`config.mk`:
```
export PLATFORM = sky130hd
export DESIGN_NAME = page_list_walker
export DESIGN_NICKNAME = d
export VERILOG_FILES = /design/src/rtl/plw_pkg.sv /design/src/rtl/plw_page_calc.sv /design/src/rtl/plw_seg_slot.sv /design/src/rtl/plw_list_track.sv /design/src/rtl/page_list_walker.sv
export SDC_FILE = /design/constraint.sdc
export NUM_CORES = 1
export LEC_CHECK = 0
export ABC_CLOCK_PERIOD_IN_PS = 13600
export BUFFER_PORTS_ARGS = -buffer_cell sky130_fd_sc_hd__buf_2
export CORE_ASPECT_RATIO = 1.5
export CORE_MARGIN = 2
export CORE_UTILIZATION = 62
export CTS_CLUSTER_SIZE = 14
export DETAILED_ROUTE_END_ITERATION = 6
export PLACE_DENSITY_LB_ADDON = 0.3
export SLEW_MARGIN = 10
export SYNTH_ARGS = -nofsm -noshare
export SYNTH_HDL_FRONTEND = slang
export SYNTH_SLANG_ARGS = --single-unit
```
`constraint.sdc`:
```
create_clock -name clk -period 13.6 [get_ports clk]
set_clock_uncertainty 0.1 [all_clocks]
set_input_delay 2.72 -clock clk [delete_from_list [all_inputs] [get_ports clk]]
set_output_delay 2.72 -clock clk [all_outputs]
set_load 0.02 [all_outputs]
```
`src/rtl/plw_pkg.sv`:
```
package plw_pkg;

  typedef enum logic [2:0] {
    ST_IDLE,
    ST_FIRST,
    ST_ROUTE,
    ST_DIRECT,
    ST_REQ,
    ST_ENTRY,
    ST_DRAIN,
    ST_FLUSH
  } plw_state_e;

endpackage

```
`src/rtl/plw_page_calc.sv`:
```
module plw_page_calc #(
  parameter int ADDR_W    = 64,
  parameter int LEN_W     = 32,
  parameter int MIN_SHIFT = 4,
  parameter int MAX_SHIFT = 12,
  parameter int SHIFT_W   = 4,
  parameter int CNT_W     = 10
) (
  input  logic [SHIFT_W-1:0] shift_i,
  input  logic [ADDR_W-1:0]  ptr_i,
  input  logic [LEN_W-1:0]   rem_i,
  output logic [LEN_W-1:0]   first_len_o,
  output logic [LEN_W-1:0]   page_len_o,
  output logic [CNT_W-1:0]   req_cnt_o,
  output logic [CNT_W-1:0]   epp_m1_o,
  output logic               rem_gt_page_o,
  output logic               ptr_aligned_o,
  output logic               ptr_ok_o
);

  logic [SHIFT_W-1:0] sh;
  logic [LEN_W:0]     page_w, off_w, room_w, rem_x, sum_w, pages_w, epp_w, req_w;
  logic [ADDR_W-1:0]  amask;

  // clamp the page shift into the supported range
  always_comb begin
    if (shift_i < SHIFT_W'(MIN_SHIFT))      sh = SHIFT_W'(MIN_SHIFT);
    else if (shift_i > SHIFT_W'(MAX_SHIFT)) sh = SHIFT_W'(MAX_SHIFT);
    else                                    sh = shift_i;
  end

  always_comb begin
    page_w  = (LEN_W+1)'(1) << sh;
    amask   = ADDR_W'(page_w) - ADDR_W'(1);
    off_w   = (LEN_W+1)'(ptr_i & amask);
    room_w  = page_w - off_w;
    rem_x   = {1'b0, rem_i};
    sum_w   = rem_x + page_w - (LEN_W+1)'(1);
    pages_w = sum_w >> sh;
    epp_w   = page_w >> 3;
    req_w   = (pages_w < epp_w) ? pages_w : epp_w;

    first_len_o   = (rem_x < room_w) ? rem_i : LEN_W'(room_w);
    page_len_o    = (rem_x < page_w) ? rem_i : LEN_W'(page_w);
    req_cnt_o     = CNT_W'(req_w);
    epp_m1_o      = CNT_W'(epp_w - (LEN_W+1)'(1));
    rem_gt_page_o = rem_x > page_w;
    ptr_aligned_o = (ptr_i & amask) == '0;
    ptr_ok_o      = ptr_aligned_o && (ptr_i != '0);
  end

endmodule

```
`src/rtl/plw_seg_slot.sv`:
```
module plw_seg_slot #(
  parameter int ADDR_W = 64,
  parameter int LEN_W  = 32
) (
  input  logic              clk,
  input  logic              rst_n,
  input  logic              load_i,
  input  logic [ADDR_W-1:0] addr_i,
  input  logic [LEN_W-1:0]  len_i,
  output logic              free_o,
  output logic              valid_o,
  input  logic              ready_i,
  output logic [ADDR_W-1:0] addr_o,
  output logic [LEN_W-1:0]  len_o
);

  logic              valid_q;
  logic [ADDR_W-1:0] addr_q;
  logic [LEN_W-1:0]  len_q;

  assign free_o  = !valid_q || ready_i;
  assign valid_o = valid_q;
  assign addr_o  = addr_q;
  assign len_o   = len_q;

  always_ff @(posedge clk or negedge rst_n) begin
    if (!rst_n) begin
      valid_q <= 1'b0;
      addr_q  <= '0;
      len_q   <= '0;
    end else if (load_i) begin
      valid_q <= 1'b1;
      addr_q  <= addr_i;
      len_q   <= len_i;
    end else if (ready_i) begin
      valid_q <= 1'b0;
    end
  end

  a_r8_seg_hold: assert property (@(posedge clk) disable iff (!rst_n)
    valid_o && !ready_i |=> valid_o && $stable(addr_o) && $stable(len_o));

  a_r8_no_overwrite: assert property (@(posedge clk) disable iff (!rst_n)
    load_i |-> free_o);

endmodule

```
`src/rtl/plw_list_track.sv`:
```
module plw_list_track #(
  parameter int CNT_W = 10
) (
  input  logic             clk,
  input  logic             rst_n,
  input  logic             load_i,
  input  logic [CNT_W-1:0] cnt_i,
  input  logic             beat_i,
  output logic [CNT_W-1:0] slot_o,
  output logic [CNT_W-1:0] beats_o
);

  always_ff @(posedge clk or negedge rst_n) begin
    if (!rst_n) begin
      slot_o  <= '0;
      beats_o <= '0;
    end else if (load_i) begin
      slot_o  <= '0;
      beats_o <= cnt_i;
    end else if (beat_i) begin
      slot_o  <= slot_o + CNT_W'(1);
      beats_o <= beats_o - CNT_W'(1);
    end
  end

  a_r7_no_extra_beat: assert property (@(posedge clk) disable iff (!rst_n)
    beat_i |-> beats_o != '0);

  a_r6_load_alone: assert property (@(posedge clk) disable iff (!rst_n)
    load_i |-> !beat_i && cnt_i != '0);

endmodule

```
`src/rtl/page_list_walker.sv`:
```
module page_list_walker
  import plw_pkg::*;
#(
  parameter int ADDR_W    = 64,
  parameter int LEN_W     = 32,
  parameter int MIN_SHIFT = 4,
  parameter int MAX_SHIFT = 12,
  localparam int SHIFT_W  = $clog2(MAX_SHIFT + 1),
  localparam int CNT_W    = MAX_SHIFT - 2
) (
  input  logic               clk,
  input  logic               rst_n,
  input  logic               cmd_valid_i,
  output logic               cmd_ready_o,
  input  logic [LEN_W-1:0]   cmd_len_i,
  input  logic [ADDR_W-1:0]  cmd_ptr1_i,
  input  logic [ADDR_W-1:0]  cmd_ptr2_i,
  input  logic [SHIFT_W-1:0] page_shift_i,
  output logic               seg_valid_o,
  input  logic               seg_ready_i,
  output logic [ADDR_W-1:0]  seg_addr_o,
  output logic [LEN_W-1:0]   seg_len_o,
  output logic               rd_req_valid_o,
  input  logic               rd_req_ready_i,
  output logic [ADDR_W-1:0]  rd_req_addr_o,
  output logic [CNT_W-1:0]   rd_req_cnt_o,
  input  logic               ent_valid_i,
  output logic               ent_ready_o,
  input  logic [63:0]        ent_data_i,
  output logic               walk_done_o,
  output logic               walk_err_o
);

  plw_state_e         state_q, state_d;
  logic [SHIFT_W-1:0] shift_q;
  logic [LEN_W-1:0]   rem_q;
  logic [ADDR_W-1:0]  p1_q, list_q;
  logic               err_q, done_q, fail_q;

  logic [ADDR_W-1:0]  calc_ptr;
  logic [LEN_W-1:0]   c_first, c_page_len;
  logic [CNT_W-1:0]   c_req, c_epp_m1;
  logic               c_gt, c_aligned, c_ok;

  logic               seg_load, seg_free;
  logic [LEN_W-1:0]   ld_len;
  logic               trk_load, trk_beat;
  logic [CNT_W-1:0]   slot, beats;
  logic               ent_beat, is_chain, last_beat;

  // pointer under test depends on the phase of the walk
  always_comb begin
    case (state_q)
      ST_FIRST: calc_ptr = p1_q;
      ST_ENTRY: calc_ptr = ADDR_W'(ent_data_i);
      default:  calc_ptr = list_q;
    endcase
  end

  plw_page_calc #(
    .ADDR_W(ADDR_W), .LEN_W(LEN_W), .MIN_SHIFT(MIN_SHIFT),
    .MAX_SHIFT(MAX_SHIFT), .SHIFT_W(SHIFT_W), .CNT_W(CNT_W)
  ) u_calc (
    .shift_i      (shift_q),
    .ptr_i        (calc_ptr),
    .rem_i        (rem_q),
    .first_len_o  (c_first),
    .page_len_o   (c_page_len),
    .req_cnt_o    (c_req),
    .epp_m1_o     (c_epp_m1),
    .rem_gt_page_o(c_gt),
    .ptr_aligned_o(c_aligned),
    .ptr_ok_o     (c_ok)
  );

  assign ld_len = (state_q == ST_FIRST) ? c_first : c_page_len;

  plw_seg_slot #(.ADDR_W(ADDR_W), .LEN_W(LEN_W)) u_slot (
    .clk    (clk),
    .rst_n  (rst_n),
    .load_i (seg_load),
    .addr_i (calc_ptr),
    .len_i  (ld_len),
    .free_o (seg_free),
    .valid_o(seg_valid_o),
    .ready_i(seg_ready_i),
    .addr_o (seg_addr_o),
    .len_o  (seg_len_o)
  );

  plw_list_track #(.CNT_W(CNT_W)) u_track (
    .clk    (clk),
    .rst_n  (rst_n),
    .load_i (trk_load),
    .cnt_i  (c_req),
    .beat_i (trk_beat),
    .slot_o (slot),
    .beats_o(beats)
  );

  assign cmd_ready_o    = (state_q == ST_IDLE);
  assign rd_req_valid_o = (state_q == ST_REQ);
  assign rd_req_addr_o  = list_q;
  assign rd_req_cnt_o   = c_req;
  assign ent_ready_o    = ((state_q == ST_ENTRY) && seg_free) || (state_q == ST_DRAIN);
  assign ent_beat       = ent_valid_i && ent_ready_o;
  assign is_chain       = (slot == c_epp_m1) && c_gt;
  assign last_beat      = (beats == CNT_W'(1));
  assign walk_done_o    = done_q;
  assign walk_err_o     = fail_q;

  always_comb begin
    state_d  = state_q;
    seg_load = 1'b0;
    trk_load = 1'b0;
    trk_beat = 1'b0;
    case (state_q)
      ST_IDLE:
        if (cmd_valid_i && cmd_len_i != '0) state_d = ST_FIRST;
      ST_FIRST:
        if (seg_free) begin
          seg_load = 1'b1;
          state_d  = ST_ROUTE;
        end
      ST_ROUTE:
        if (rem_q == '0)  state_d = ST_FLUSH;
        else if (!c_gt)   state_d = ST_DIRECT;
        else              state_d = ST_REQ;
      ST_DIRECT:
        if (!c_aligned) state_d = ST_FLUSH;
        else if (seg_free) begin
          seg_load = 1'b1;
          state_d  = ST_FLUSH;
        end
      ST_REQ:
        if (rd_req_ready_i) begin
          trk_load = 1'b1;
          state_d  = ST_ENTRY;
        end
      ST_ENTRY:
        if (ent_beat) begin
          trk_beat = 1'b1;
          if (!c_ok)          state_d = last_beat ? ST_FLUSH : ST_DRAIN;
          else if (is_chain)  state_d = ST_REQ;
          else begin
            seg_load = 1'b1;
            if (!c_gt) state_d = ST_FLUSH;
          end
        end
      ST_DRAIN:
        if (ent_beat) begin
          trk_beat = 1'b1;
          if (last_beat) state_d = ST_FLUSH;
        end
      ST_FLUSH:
        if (!seg_valid_o) state_d = ST_IDLE;
      default: state_d = ST_IDLE;
    endcase
  end

  always_ff @(posedge clk or negedge rst_n) begin
    if (!rst_n) begin
      state_q <= ST_IDLE;
      shift_q <= '0;
      rem_q   <= '0;
      p1_q    <= '0;
      list_q  <= '0;
      err_q   <= 1'b0;
      done_q  <= 1'b0;
      fail_q  <= 1'b0;
    end else begin
      state_q <= state_d;
      done_q  <= 1'b0;
      fail_q  <= 1'b0;
      case (state_q)
        ST_IDLE:
          if (cmd_valid_i) begin
            shift_q <= page_shift_i;
            rem_q   <= cmd_len_i;
            p1_q    <= cmd_ptr1_i;
            list_q  <= cmd_ptr2_i;
            err_q   <= 1'b0;
            if (cmd_len_i == '0) done_q <= 1'b1;
          end
        ST_FIRST:
          if (seg_free) rem_q <= rem_q - c_first;
        ST_DIRECT:
          if (!c_aligned)    err_q <= 1'b1;
          else if (seg_free) rem_q <= '0;
        ST_ENTRY:
          if (ent_beat) begin
            if (!c_ok)         err_q  <= 1'b1;
            else if (is_chain) list_q <= ADDR_W'(ent_data_i);
            else               rem_q  <= rem_q - c_page_len;
          end
        ST_FLUSH:
          if (!seg_valid_o) begin
            done_q <= !err_q;
            fail_q <= err_q;
          end
        default: ;
      endcase
    end
  end

  a_r9_one_outcome: assert property (@(posedge clk) disable iff (!rst_n)
    $onehot0({walk_done_o, walk_err_o}));

  a_r9_end_after_last_seg: assert property (@(posedge clk) disable iff (!rst_n)
    (walk_done_o || walk_err_o) |-> !seg_valid_o && !rd_req_valid_o);

  a_r1_zero_len: assert property (@(posedge clk) disable iff (!rst_n)
    (cmd_valid_i && cmd_ready_o && cmd_len_i == '0) |=> walk_done_o && !seg_valid_o);

  a_r8_req_hold: assert property (@(posedge clk) disable iff (!rst_n)
    rd_req_valid_o && !rd_req_ready_i |=>
      rd_req_valid_o && $stable(rd_req_addr_o) && $stable(rd_req_cnt_o));

  a_r5_seg_nonzero: assert property (@(posedge clk) disable iff (!rst_n)
    seg_valid_o |-> seg_len_o != '0);

endmodule

```
# Word-level counts from Yosys, hierarchy flattened
# Cells that the tools add are included.
classes:
  n_lt_le_gt_ge: 6
  bitwise_logic: 1
  mul: 0
  div_mod_pow: 0
  shifts: 2
  addsub: 9
  reduce_logical: 26
  n_eq_ne: 26
  muxes: 63
ops:
  columns: ["operator", "n"]
  rows:
  - ["$mux W32", 10]
  - ["$mux W64", 4]
  - ["$pmux W64 S2", 2]
  - ["$pmux W32 S4", 1]
  - ["$lt A32 B33 Y1", 2]
  - ["$and A64 B64 Y64", 1]
  - ["$logic_not A32 Y1", 2]
  - ["$logic_not A64 Y1", 1]
  - ["$reduce_bool A64 Y1", 1]
  - ["$sub A32 B32 Y32", 2]
  - ["$mux W10", 5]
  - ["$mux W3", 14]
  - ["$sub A33 B1 Y34 const B", 1]
  - ["$add A32 B33 Y33", 1]
  - ["$gt A32 B33 Y1", 1]
  - ["$lt A33 B30 Y1", 1]
  - ["$shl A1 B4 Y33 const A", 1]
  - ["$shr A33 B4 Y33", 1]
  - ["$sub A33 B1 Y33 const B", 1]
  - ["$sub A33 B33 Y33", 1]
  - ["$reduce_bool A32 Y1", 1]
  - ["$ne A2 B2 Y1 const B", 13]
  - ["$pmux W3 S8", 1]
  - ["$mux W1", 21]
  - ["27 further kinds", 44]
word_totals:
  ramBits: 0
  elab_cells: 146
  rom_bits: 0
  memories: 0
  in_bits: 234
  reg_bits: 287
  latch_bits: 0

# Longest topological paths before layout
# Gate-level depths: netlist (run 1).
logic_depth:
  depth_word: 12
  depth_mapped: 44
  ltp_nobuf: 40

# Cells and area by module
# A second synthesis (run 1) with hierarchy kept.
hier_totals:
  cells_unflattened: 2573
  area_unflattened_um2: 23281.1
by_module_without_submodules:
  columns: ["module", "area_per_inst_um2", "seq_area_each_um2", "cells_each", "n_inst"]
  rows:
  - ["page_list_walker", 11204.5, 4254.1, 1189, 1]
  - ["plw_page_calc", 7295.7, 0.0, 1068, 1]
  - ["plw_seg_slot", 3716.1, 2427.3, 206, 1]
  - ["plw_list_track", 1064.8, 500.5, 110, 1]

# Least setup slack after synthesis (run 1)
# Ideal clock, no wire load.
synth_timing:
  path_type: "in2reg"
  from: "in ent_data_i[2]"
  to: "reg rem_q[30]"
  setup_ns: 0.078
  t_arrival_ns: 10.018
  path_buffers: 1
  slack_ns: 3.404
  cell_stages: 37
  path_cell_list: "mux2_2 mux2i_1 nand2b_1 ha_1 nand3b_1 o22ai_1 o221ai_1 a32o_1 o21ai_0 o2111ai_1 a31oi_1 o21ai_1 nor2_1 xnor2_1 ha_1 or4_1 a211oi_1 nor4bb_1 o31ai_1 nand4_1 clkbuf_1 nand3_1 o21ai_0 ha_1 inv_1 fa_1 a21o_1 a21o_1 a2111oi_0 nor4b_1 o21ai_0 a31oi_1 a221oi_1 a31oi_1 nor4b_1 a211o_1 o2bb2ai_1"
synth_via:
  elab_chain_len: 8
  word_cells_on_any_way: 14
synth_rtl:
  columns: ["element", "line", "source"]
  rows:
  - ["start: declaration", "page_list_walker.sv:29", "input logic [63:0] ent_data_i,"]
  - ["$pmux W64 S2 *", "page_list_walker.sv:53", "case (state_q)"]
  - ["$and A64 B64 Y64", "plw_page_calc.sv:35", "off_w = (LEN_W+1)'(ptr_i & amask);"]
  - ["$sub A33 B33 Y33", "plw_page_calc.sv:36", "room_w = page_w - off_w;"]
  - ["$lt A32 B33 Y1", "plw_page_calc.sv:43", "first_len_o = (rem_x < room_w) ? rem_i : LEN_W'(room_w);"]
  - ["$mux W32", "plw_page_calc.sv:43", null]
  - ["$sub A32 B32 Y32", "page_list_walker.sv:186", "if (seg_free) rem_q <= rem_q - c_first;"]
  - ["$mux W32", "page_list_walker.sv:186", null]
  - ["$pmux W32 S4", "page_list_walker.sv:175", "case (state_q)"]
  - ["end signal: assignment", "page_list_walker.sv:179", "rem_q <= cmd_len_i;"]
  - ["end signal: assignment", "page_list_walker.sv:186", null]
  - ["end signal: assignment", "page_list_walker.sv:194", "else rem_q <= rem_q - c_page_len;"]
  - ["end: declaration", "page_list_walker.sv:36", "logic [LEN_W-1:0] rem_q;"]
# Every way passes the cells marked *; elsewhere a longest branch is shown, timed or not. The select of a mux whose other input is x is not followed.
# A chain may end at the register's enable or synchronous reset.

# Final worst setup path (run 1)
layout_timing:
  from: "reg shift_q[2]"
  to: "out rd_req_cnt_o[2]"
layout_via:
  elab_chain_len: 9
  word_cells_on_any_way: 10
layout_rtl:
  columns: ["element", "line", "source"]
  rows:
  - ["start: declaration", "page_list_walker.sv:35", "logic [SHIFT_W-1:0] shift_q;"]
  - ["start signal: assignment", "page_list_walker.sv:178", "shift_q <= page_shift_i;"]
  - ["$gt A4 B4 Y1", "plw_page_calc.sv:28", "else if (shift_i > SHIFT_W'(MAX_SHIFT)) sh = SHIFT_W'(MAX_SHIFT);"]
  - ["$mux W4", "plw_page_calc.sv:28", null]
  - ["$mux W4 *", "plw_page_calc.sv:27", "if (shift_i < SHIFT_W'(MIN_SHIFT)) sh = SHIFT_W'(MIN_SHIFT);"]
  - ["$shl A1 B4 Y33", "plw_page_calc.sv:33", "page_w = (LEN_W+1)'(1) << sh;"]
  - ["$add A32 B33 Y33", "plw_page_calc.sv:38", "sum_w = rem_x + page_w - (LEN_W+1)'(1);"]
  - ["$sub A33 B1 Y33", "plw_page_calc.sv:38", null]
  - ["$shr A33 B4 Y33", "plw_page_calc.sv:39", "pages_w = sum_w >> sh;"]
  - ["$lt A33 B30 Y1", "plw_page_calc.sv:41", "req_w = (pages_w < epp_w) ? pages_w : epp_w;"]
  - ["$mux W10 *", "plw_page_calc.sv:41", null]
  - ["end: declaration", "page_list_walker.sv:26", "output logic [CNT_W-1:0] rd_req_cnt_o,"]
# Every way passes the cells marked *; elsewhere a longest branch is shown, timed or not.

==> results of run 1 <==
metrics by stage:
step | hold WS [ps] | area, µm² | std cells | setup WS [ps] | utilization, %
finish | 376 | 26000 | 3491 | 1210 | 72.5
global route | 406 | 26000 | 3491 | 665 | 72.5
CTS | 380 | 26000 | 3482 | 1450 | 72.4
detailed placement | 366 | 25100 | 3433 | 1890 | 70.0
global placement | 359 | 25100 | 3433 | 2210 | 70.0
floorplan | 337 | 22700 | 2652 | 3400 | -
state kept, by name, summed over array words and instances, names as in the netlist, 3 cells and up:
signal / count
u_slot.addr_o: 64
rd_req_addr_o: 64
state_q: 3
u_slot.len_o: 32
u_track.beats_o: 10
rem_q: 32
u_track.slot_o: 10
p1_q: 64
shift_q: 4
worst max path at each step:
stage,start,end,slack [ps],cells after the start
3_5_place_dp,ent_data_i[2],rem_q[30],1890,34
3_3_place_gp,shift_q[2],rd_req_cnt_o[6],2210,32
5_1_grt,shift_q[2],rd_req_cnt_o[6],670,32
6_report,shift_q[2],rd_req_cnt_o[2],1210,32
2_1_floorplan,ent_data_i[2],rem_q[30],3400,37
4_1_cts,shift_q[2],rd_req_cnt_o[6],1450,32
logic make-up after synthesis:
kind of cell             after synthesis  share of synthesized area (%)
flip-flops                           287                           31.8
AO/OA/AOI/OAI                        757                           21.1
XOR/XNOR                              94                           3.65
AND/OR/NAND/NOR                      774                           16.0
multiplexers                         289                           13.6
adder cells (fa/ha/maj)              168                           9.38
other                                  2                         0.0333
buffers and inverters                259                           4.37
synthesized netlist by cell type, types with 6 or more instances:
library cell  count
a211o_1          10
a211oi_1         26
a21boi_0         10
a21o_1           48
a21oi_1         170
a221oi_1          9
a22o_1           10
a22oi_1          36
a31oi_1          29
and2_1           20
and3_1           22
buf_1            14
buf_2            12
clkbuf_1        111
dfrtp_1         287
ha_1            166
inv_1           119
mux2_2          133
mux2i_1         155
nand2_1         286
nand2b_1         19
nand3_1          38
nand4_1          42
nor2_1          202
nor2b_1          23
nor3_1           30
nor3b_1           6
nor4_1           32
o2111ai_1         6
o211ai_1         17
o21a_1           16
o21ai_0         252
o21bai_1         14
o22ai_1          11
o31ai_1          21
or2_2            13
or3_1            11
xnor2_1          57
xor2_1           37
final cells by class:
class,count,area [µm²]
diodes,9,22.5
clock buffers,39,813
clock inverters,10,73.8
fillers,2677,9850
inverters,122,458
multi-input cells,2106,14500
flip-flops and latches,287,7190
well taps,478,598
repair buffers,440,2310
routing by layer:
metal / wire, µm / global-route usage, %
met1: 30100 / 49.4
met5: 0 / 0
met2: 42900 / 78.8
met4: 9230 / 39.0
met3: 7890 / 9.23
critical path, delay by kind of cell (launching register included):
kind	cells	cell delay [ps]
muxes	2	560
buffers and inverters	5	900
adders and majority gates	3	1070
xor gates and xnor gates	1	620
DFF	1	510
AOI/OAI and AO/OA	14	4130
and+or+nand+nor	7	1210
==> flow_summary.toml, run 1 <==
[status]
status = "complete, no violations"

[cts]
post_cts_buffers = 0
clkTransAtPathRegs_ps = 60
root_buffer = "clkbuf_16"
ctsResizeCount = 0
clock_latency_ps = 590
cts_hold_buf = 0
cts_tree = "yes"
cts.sinks = 287
htree_levels = 1
clock_tree.buffer_depth = 3
cts_buffers = 28

[critical_path]
rr_worst_depth = 38
worstPathArrival_ps = 9570
cp-start-kind = "flop"
max_stage_delay_ps = 810
cp_max_fo = 29
reg2reg_to = "rem_q[30]"
slowest_stage = "a2111oi_4"
crit_top_cell = "a21o_1"
reg2reg_slack_ps = 2970
crit_type = "flop to output port"
crit_path_end_kind = "output port"
cp_data_required_time_ps = 10780
worstReg2RegStart = "shift_q[2]"

[synthesis]
ys_ff_latch = 287
yosys_warnings = 0
syn_area_per_cell_um2 = 8.58
syn_inst = 2630
synth_top_area_share_pct = 31.8
synth_flop_cell = "dfrtp_1"
synth_cell_types = 86
ys_seq_area_share_pct = 31.8
yosys.area.top_type = "dfrtp_1"
synth-edff-count = 0
syn_area_um2 = 22600
synthTopCellsByArea = "dfrtp_1 32%, ha_1 9.2%, mux2i_1 6.9%, mux2_2 6.6%, o21ai_0 5.6%"
synth-async-reset-ratio_pct = 100

[route]
drt_iter0_drc = 2516
wl_per_cell_um = 25.8
via_per_inst = 6.72
drt_wl_total_um = 90200
drc = 0
dr.pass1.iters = 6
vias = 23500
ant_nets = 0

[worst_hold_path]
hold_path_startpoint = "u_slot.addr_o[25]"
hold_class = "flop to flop"
worstHoldEndpoint = "u_slot.addr_o[25]"
min_delay_path_depth = 2

[timing]
relSlewSlack_pct = 16.4
slew_violations = 0
tns_ps = 0
finalCriticalPeriod_ps = 12390
setup_viol = 0
worst_slew_pin_slew_ps = 1250
fmax_mhz = 80.7
fin_crit_sh_pct = 91.1
rsz0062_at_grt = "no"
hold_viol = 0

[floorplanning]
pin_count = 410
rows = 85
die_w_um = 160
die_area_um2 = 38000
design.core.area_um2 = 35800
die_h_um = 238
initial_utilization_pct = 63.0

[cells_and_area]
drive_gt1_share_pct = 21.6
final_cell_mix = "408 x buf_2, 286 x dfrtp_1, 285 x nand2_1"
final_common_cell = "buf_2"
areaGrowthSynthToFinish_pct = 15.2
final_nets = 3387

[grt]
grt_overflow_total = 0
grt_start_max_net_pins = 185
grt_pass1_vias = 23700
grtUsageTotal_pct = 46.3
grt_pass1_wl_um = 136000
antenna_found_initial = 9

[place]
gp_congestion = 1.04
portBuffers = 409
post-dp-hpwl_um = 67800

[job]
max_cap_violations = 0
Power of run 1 is not shown: default switching activity piles up to over one toggle a cycle in this logic, so the estimate is an artifact.
==> inputs of run 2 (changes only) <==
--- a/config.mk
+++ b/config.mk
@@ -5,11 +5,11 @@
 export SDC_FILE = /design/constraint.sdc
 export NUM_CORES = 1
 export LEC_CHECK = 0
-export ABC_CLOCK_PERIOD_IN_PS = 13600
+export ABC_CLOCK_PERIOD_IN_PS = 12400
 export BUFFER_PORTS_ARGS = -buffer_cell sky130_fd_sc_hd__buf_2
 export CORE_ASPECT_RATIO = 1.5
 export CORE_MARGIN = 2
-export CORE_UTILIZATION = 62
+export CORE_UTILIZATION = 58
 export CTS_CLUSTER_SIZE = 14
 export DETAILED_ROUTE_END_ITERATION = 6
 export PLACE_DENSITY_LB_ADDON = 0.3
==> constraint.sdc (replaced) <==
create_clock -name clk -period 12.4 [get_ports clk]
set_clock_uncertainty 0.1 [all_clocks]
set_input_delay 2.48 -clock clk [delete_from_list [all_inputs] [get_ports clk]]
set_output_delay 2.48 -clock clk [all_outputs]
set_load 0.02 [all_outputs]
==> run 2 against run 1 <==
Die area rose by 6.8%; first-iteration DRC count down 18%; flip-flop and latch count did not move; sequential share of layout area fell by 0.17 points; register-to-register slack got worse by 1000 ps; global-route usage decreased by 3.3 points; final cell count grew 0.95%; critical path depth stayed put; clock-buffer cell count increased by 2; non-clock buffer count rose by 16.
==> flow_summary.toml, run 2 (synthesized netlist as in run 1, its figures left out) <==
[route]
wl_per_cell_um = 25.2
ant_nets = 0
vias = 23100
drt_iter0_drc = 2072
drt_wl_total_um = 88700
dr.pass1.iters = 6
drc = 0
via_per_inst = 6.55

[timing]
setup_viol = 0
worst_slew_pin_slew_ps = 1180
fin_crit_sh_pct = 93.6
tns_ps = 0
finalCriticalPeriod_ps = 11610
fmax_mhz = 86.2
slew_violations = 0
holdWs_ps = 377
hold_viol = 0
worst_slack_ps = 795
relSlewSlack_pct = 21.3
rsz0062_at_grt = "no"

[worst_hold_path]
worstHoldEndpoint = "u_slot.addr_o[22]"
hold_path_startpoint = "u_slot.addr_o[22]"
min_delay_path_depth = 2
hold_class = "flop to flop"

[cells_and_area]
final_cell_mix = "408 x buf_2, 286 x dfrtp_1, 285 x nand2_1"
drive_gt1_share_pct = 22.0
final_common_cell = "buf_2"
register_area_um2 = 7190
multi_input_area_um2 = 14500
fillers = 3141
final_util_pct = 68.0
areaGrowthSynthToFinish_pct = 15.9
final_nets = 3403

[critical_path]
cp_data_required_time_ps = 9820
critPathLaunch = "shift_q[3]"
slowest_stage = "dfrtp_1"
reg2reg_to = "rem_q[28]"
reg2reg_slack_ps = 1970
rr_worst_depth = 41
cp-start-kind = "flop"
worstReg2RegStart = "shift_q[1]"
cp_max_fo = 18
crit_path_end_kind = "output port"
crit_top_cell = "buf_4"
worstPathArrival_ps = 9030
crit_type = "flop to output port"
max_stage_delay_ps = 730

[floorplanning]
pin_count = 410
die_area_um2 = 40500
die_h_um = 246
die_w_um = 165
design.core.area_um2 = 38400
rows = 88
initial_utilization_pct = 58.7

[grt]
grt_pass1_wl_um = 133000
grt_use_met3_pct = 7.84
grtUsageMet1_pct = 47.4
grt_pass1_vias = 23000
antenna_found_initial = 8
busiest_layer = "met2"
met2_usage_pct = 71.9
grt_overflow_total = 0
grt_start_max_net_pins = 182
grtUsageTotal_pct = 43.0

[cts]
clock_latency_ps = 610
root_buffer = "clkbuf_16"
htree_levels = 1
cts.sinks = 287
cts_hold_buf = 0
clock_tree.buffer_depth = 3
clkTransAtPathRegs_ps = 60
cts_buffers = 28
cts_tree = "yes"
post_cts_buffers = 0
ctsResizeCount = 0

[job]
max_cap_violations = 0

[status]
status = "complete, no violations"

[place]
portBuffers = 409
gp_congestion = 1.01
post-dp-hpwl_um = 68100
pre_cts_ws_ps = 1170
[run 2: cell types whose count changed in the layout (fill, tap and decap cells not counted), sizes merged]
cell | before | now
buf | 440 | 456
bufinv | 0 | 2
clkbuf | 39 | 41
clkinv | 10 | 8
clkinvlp | 2 | 0
diode | 9 | 8
inv | 120 | 121
[run 2: area by class of cell]
type / instances / area share (%)
multi-input combinational: 2106 / 55.6
sequential: 287 / 27.5
timing repair buffer: 456 / 9.26
clock buffer: 41 / 3.06
tap: 495 / 2.37
inverter: 122 / 1.75
clock inverter: 9 / 0.435
antenna: 8 / 0.0766
[run 2: stage by stage]
step / area (µm²) / std cells
5_1_grt: 26100 / 3523
4_1_cts: 26100 / 3516
6_report: 26100 / 3524
2_1_floorplan: 22700 / 2652
3_5_place_dp: 25200 / 3466
3_3_place_gp: 25200 / 3466
[run 2: how the worst max path moves through the flow]
| stage | endpoint | slack [ps] | depth (start not counted) |
|---|---|---|---|
| 5_1_grt | rd_req_cnt_o[8] | 370 | 31 |
| 3_3_place_gp | rem_q[28] | 1610 | 39 |
| 4_1_cts | rd_req_cnt_o[7] | 1050 | 32 |
| 3_5_place_dp | rem_q[28] | 1170 | 39 |
| 2_1_floorplan | rem_q[30] | 2440 | 37 |
| 6_report | rd_req_cnt_o[7] | 790 | 32 |
[run 2: layer usage]
| layer | vias up | wire length [µm] |
|---|---|---|
| met4 | 2 | 8870 |
| met2 | 1331 | 42100 |
| met1 | 11100 | 30600 |
| met5 | - | 13 |
| li1 | 10300 | - |
| met3 | 423 | 7100 |
[run 2: worst max-delay path, delay by kind of cell (launching register included)]
family / cells / cell delay [ps]
mux: 1 / 370
compound gates: 14 / 3500
xor+xnor: 1 / 210
buf+inv: 7 / 1360
flops: 1 / 730
fa+ha+maj: 3 / 1080
simple gates: 6 / 1200
Power of run 2 is left out for the same reason.
==> inputs of run 3 (changes only) <==
==> constraint.sdc (replaced) <==
create_clock -name clk -period 12.4 [get_ports clk]
set_clock_uncertainty 0.1 [all_clocks]
set_input_delay 2.48 -clock clk [delete_from_list [all_inputs] [get_ports clk]]
set_output_delay 2.48 -clock clk [all_outputs]
set_load 0.05 [all_outputs]
==> run 3 against run 2 <==
Flip-flop and latch count is the same; maximum frequency shrank 0.79%; first-iteration DRC count grew 11%; clock-buffer cell count shrank 1; via count is essentially flat; utilization shrank 0.059 points; hold slack is essentially flat; wire length grew 0.69%; non-clock buffer count is the same; setup slack lost 93 ps; die area is the same; cell area is essentially flat; critical endpoint is now rd_req_cnt_o[8]; highest routed layer unchanged.
==> flow_summary.toml, run 3 (synthesized netlist as in run 1, its figures left out) <==
[cells_and_area]
final_common_cell = "buf_2"
areaGrowthSynthToFinish_pct = 15.8
drive_gt1_share_pct = 22.1
final_cell_mix = "408 x buf_2, 285 x nand2_1, 285 x dfrtp_1"
final_nets = 3404
fin_cells = 3521
fillers = 3083

[critical_path]
worstPathArrival_ps = 9120
reg2reg_slack_ps = 1920
crit_top_cell = "a21o_1"
slowest_stage = "dfrtp_1"
max_stage_delay_ps = 700
crit_path_end_kind = "output port"
crit_type = "flop to output port"
cp_data_required_time_ps = 9820
cp_max_fo = 15
cp-start-kind = "flop"

[grt]
antenna_found_initial = 6
grtUsageTotal_pct = 43.4
grt_pass1_wl_um = 134000
grt_overflow_total = 0
grt_start_max_net_pins = 129
grt_pass1_vias = 23100

[cts]
root_buffer = "clkbuf_16"
cts_tree = "yes"
htree_levels = 1
clock_tree.buffer_depth = 3
cts_buffers = 29
cts.sinks = 287
clkTransAtPathRegs_ps = 60
cts_hold_buf = 0
clock_latency_ps = 600

[timing]
hold_viol = 0
worst_slew_pin_slew_ps = 1180
fmax_mhz = 85.5
fin_crit_sh_pct = 94.3
tns_ps = 0
finalCriticalPeriod_ps = 11700
slew_violations = 0
rsz0062_at_grt = "no"
relSlewSlack_pct = 21.2
setup_viol = 0

[place]
placedCellCount = 3466
gp_congestion = 0.995
portBuffers = 409
post-dp-hpwl_um = 68500

[floorplanning]
pin_count = 410
die_h_um = 246
design.core.area_um2 = 38400
rows = 88
die_area_um2 = 40500
initial_utilization_pct = 58.7
die_w_um = 165

[route]
ant_nets = 0
drt_wl_total_um = 89300
drt_iter0_drc = 2307
vias = 23100
via_per_inst = 6.55
dr.pass1.iters = 6
wl_per_cell_um = 25.4
drc = 0

[job]
max_cap_violations = 0

[worst_hold_path]
hold_class = "flop to flop"

[status]
status = "complete, no violations"
-- run 3: cell count changes in the layout (fill, tap and decap cells not counted), sizes merged --
| cell | change |
|---|---|
| diode | -4 |
| clkinvlp | +3 |
| clkinv | -1 |
| inv | +2 |
| bufinv | -2 |
| clkbuf | -1 |
-- run 3: through the flow --
step	instance area (µm²)	worst slack, ps	utilization (%)	hold slack (ps)
finish	26100	702	68.0	377
CTS	26100	844	68.0	379
global route	26100	60.9	68.0	395
floorplan	22700	2440	-	337
detailed placement	25200	1160	65.6	366
global placement	25200	1570	65.6	358
-- run 3: worst paths after layout --
kind / start / endpoint / depth (start not counted)
min in group asynchronous: rst_n / p1_q[30] / 1
min reg2reg: u_slot.addr_o[62] / u_slot.addr_o[62] / 2
max in group asynchronous: rst_n / state_q[2] / 2
min: u_slot.addr_o[62] / u_slot.addr_o[62] / 2
max reg2reg: shift_q[1] / rem_q[30] / 40
max: shift_q[3] / rd_req_cnt_o[8] / 30
-- run 3: timing repair --
| item | CTS | global route |
|---|---|---|
| setup endpoints to repair | 0 | 2 |
| hold endpoints to repair | 0 | 0 |
| setup buffers | 0 | 0 |
| resized for setup | 0 | 1 |
-- run 3: worst max-delay path: cells and delay by family, from the launching register on --
kind                       cells  cell delay (ps)
buffers and inverters          4              580
adders and majority gates      3              930
DFF                            1              700
muxes                          2              460
xor gates and xnor gates       1              520
and+or+nand+nor                6             1350
AOI/OAI and AO/OA             14             4000
-- run 3: final cells by class --
type,instances,area (µm²),area share [%]
multi-input cells,2106,14500,55.6
flip-flops and latches,287,7190,27.5
repair buffers,456,2410,9.23
clock buffers,40,827,3.17
well taps,495,619,2.37
inverters,122,458,1.75
clock inverters,11,90.1,0.345
diodes,4,10.0,0.0383
-- run 3: per-layer routing --
metal  share of wire (%)  global-route usage, %  wire (µm)
met1                  34                   47.4      30300
met2                  48                   72.9      42700
met3                 8.7                   9.14       7760
met4                 9.6                   33.0       8540
met5               0.036                      0         32
Power of run 3 is left out for the same reason.
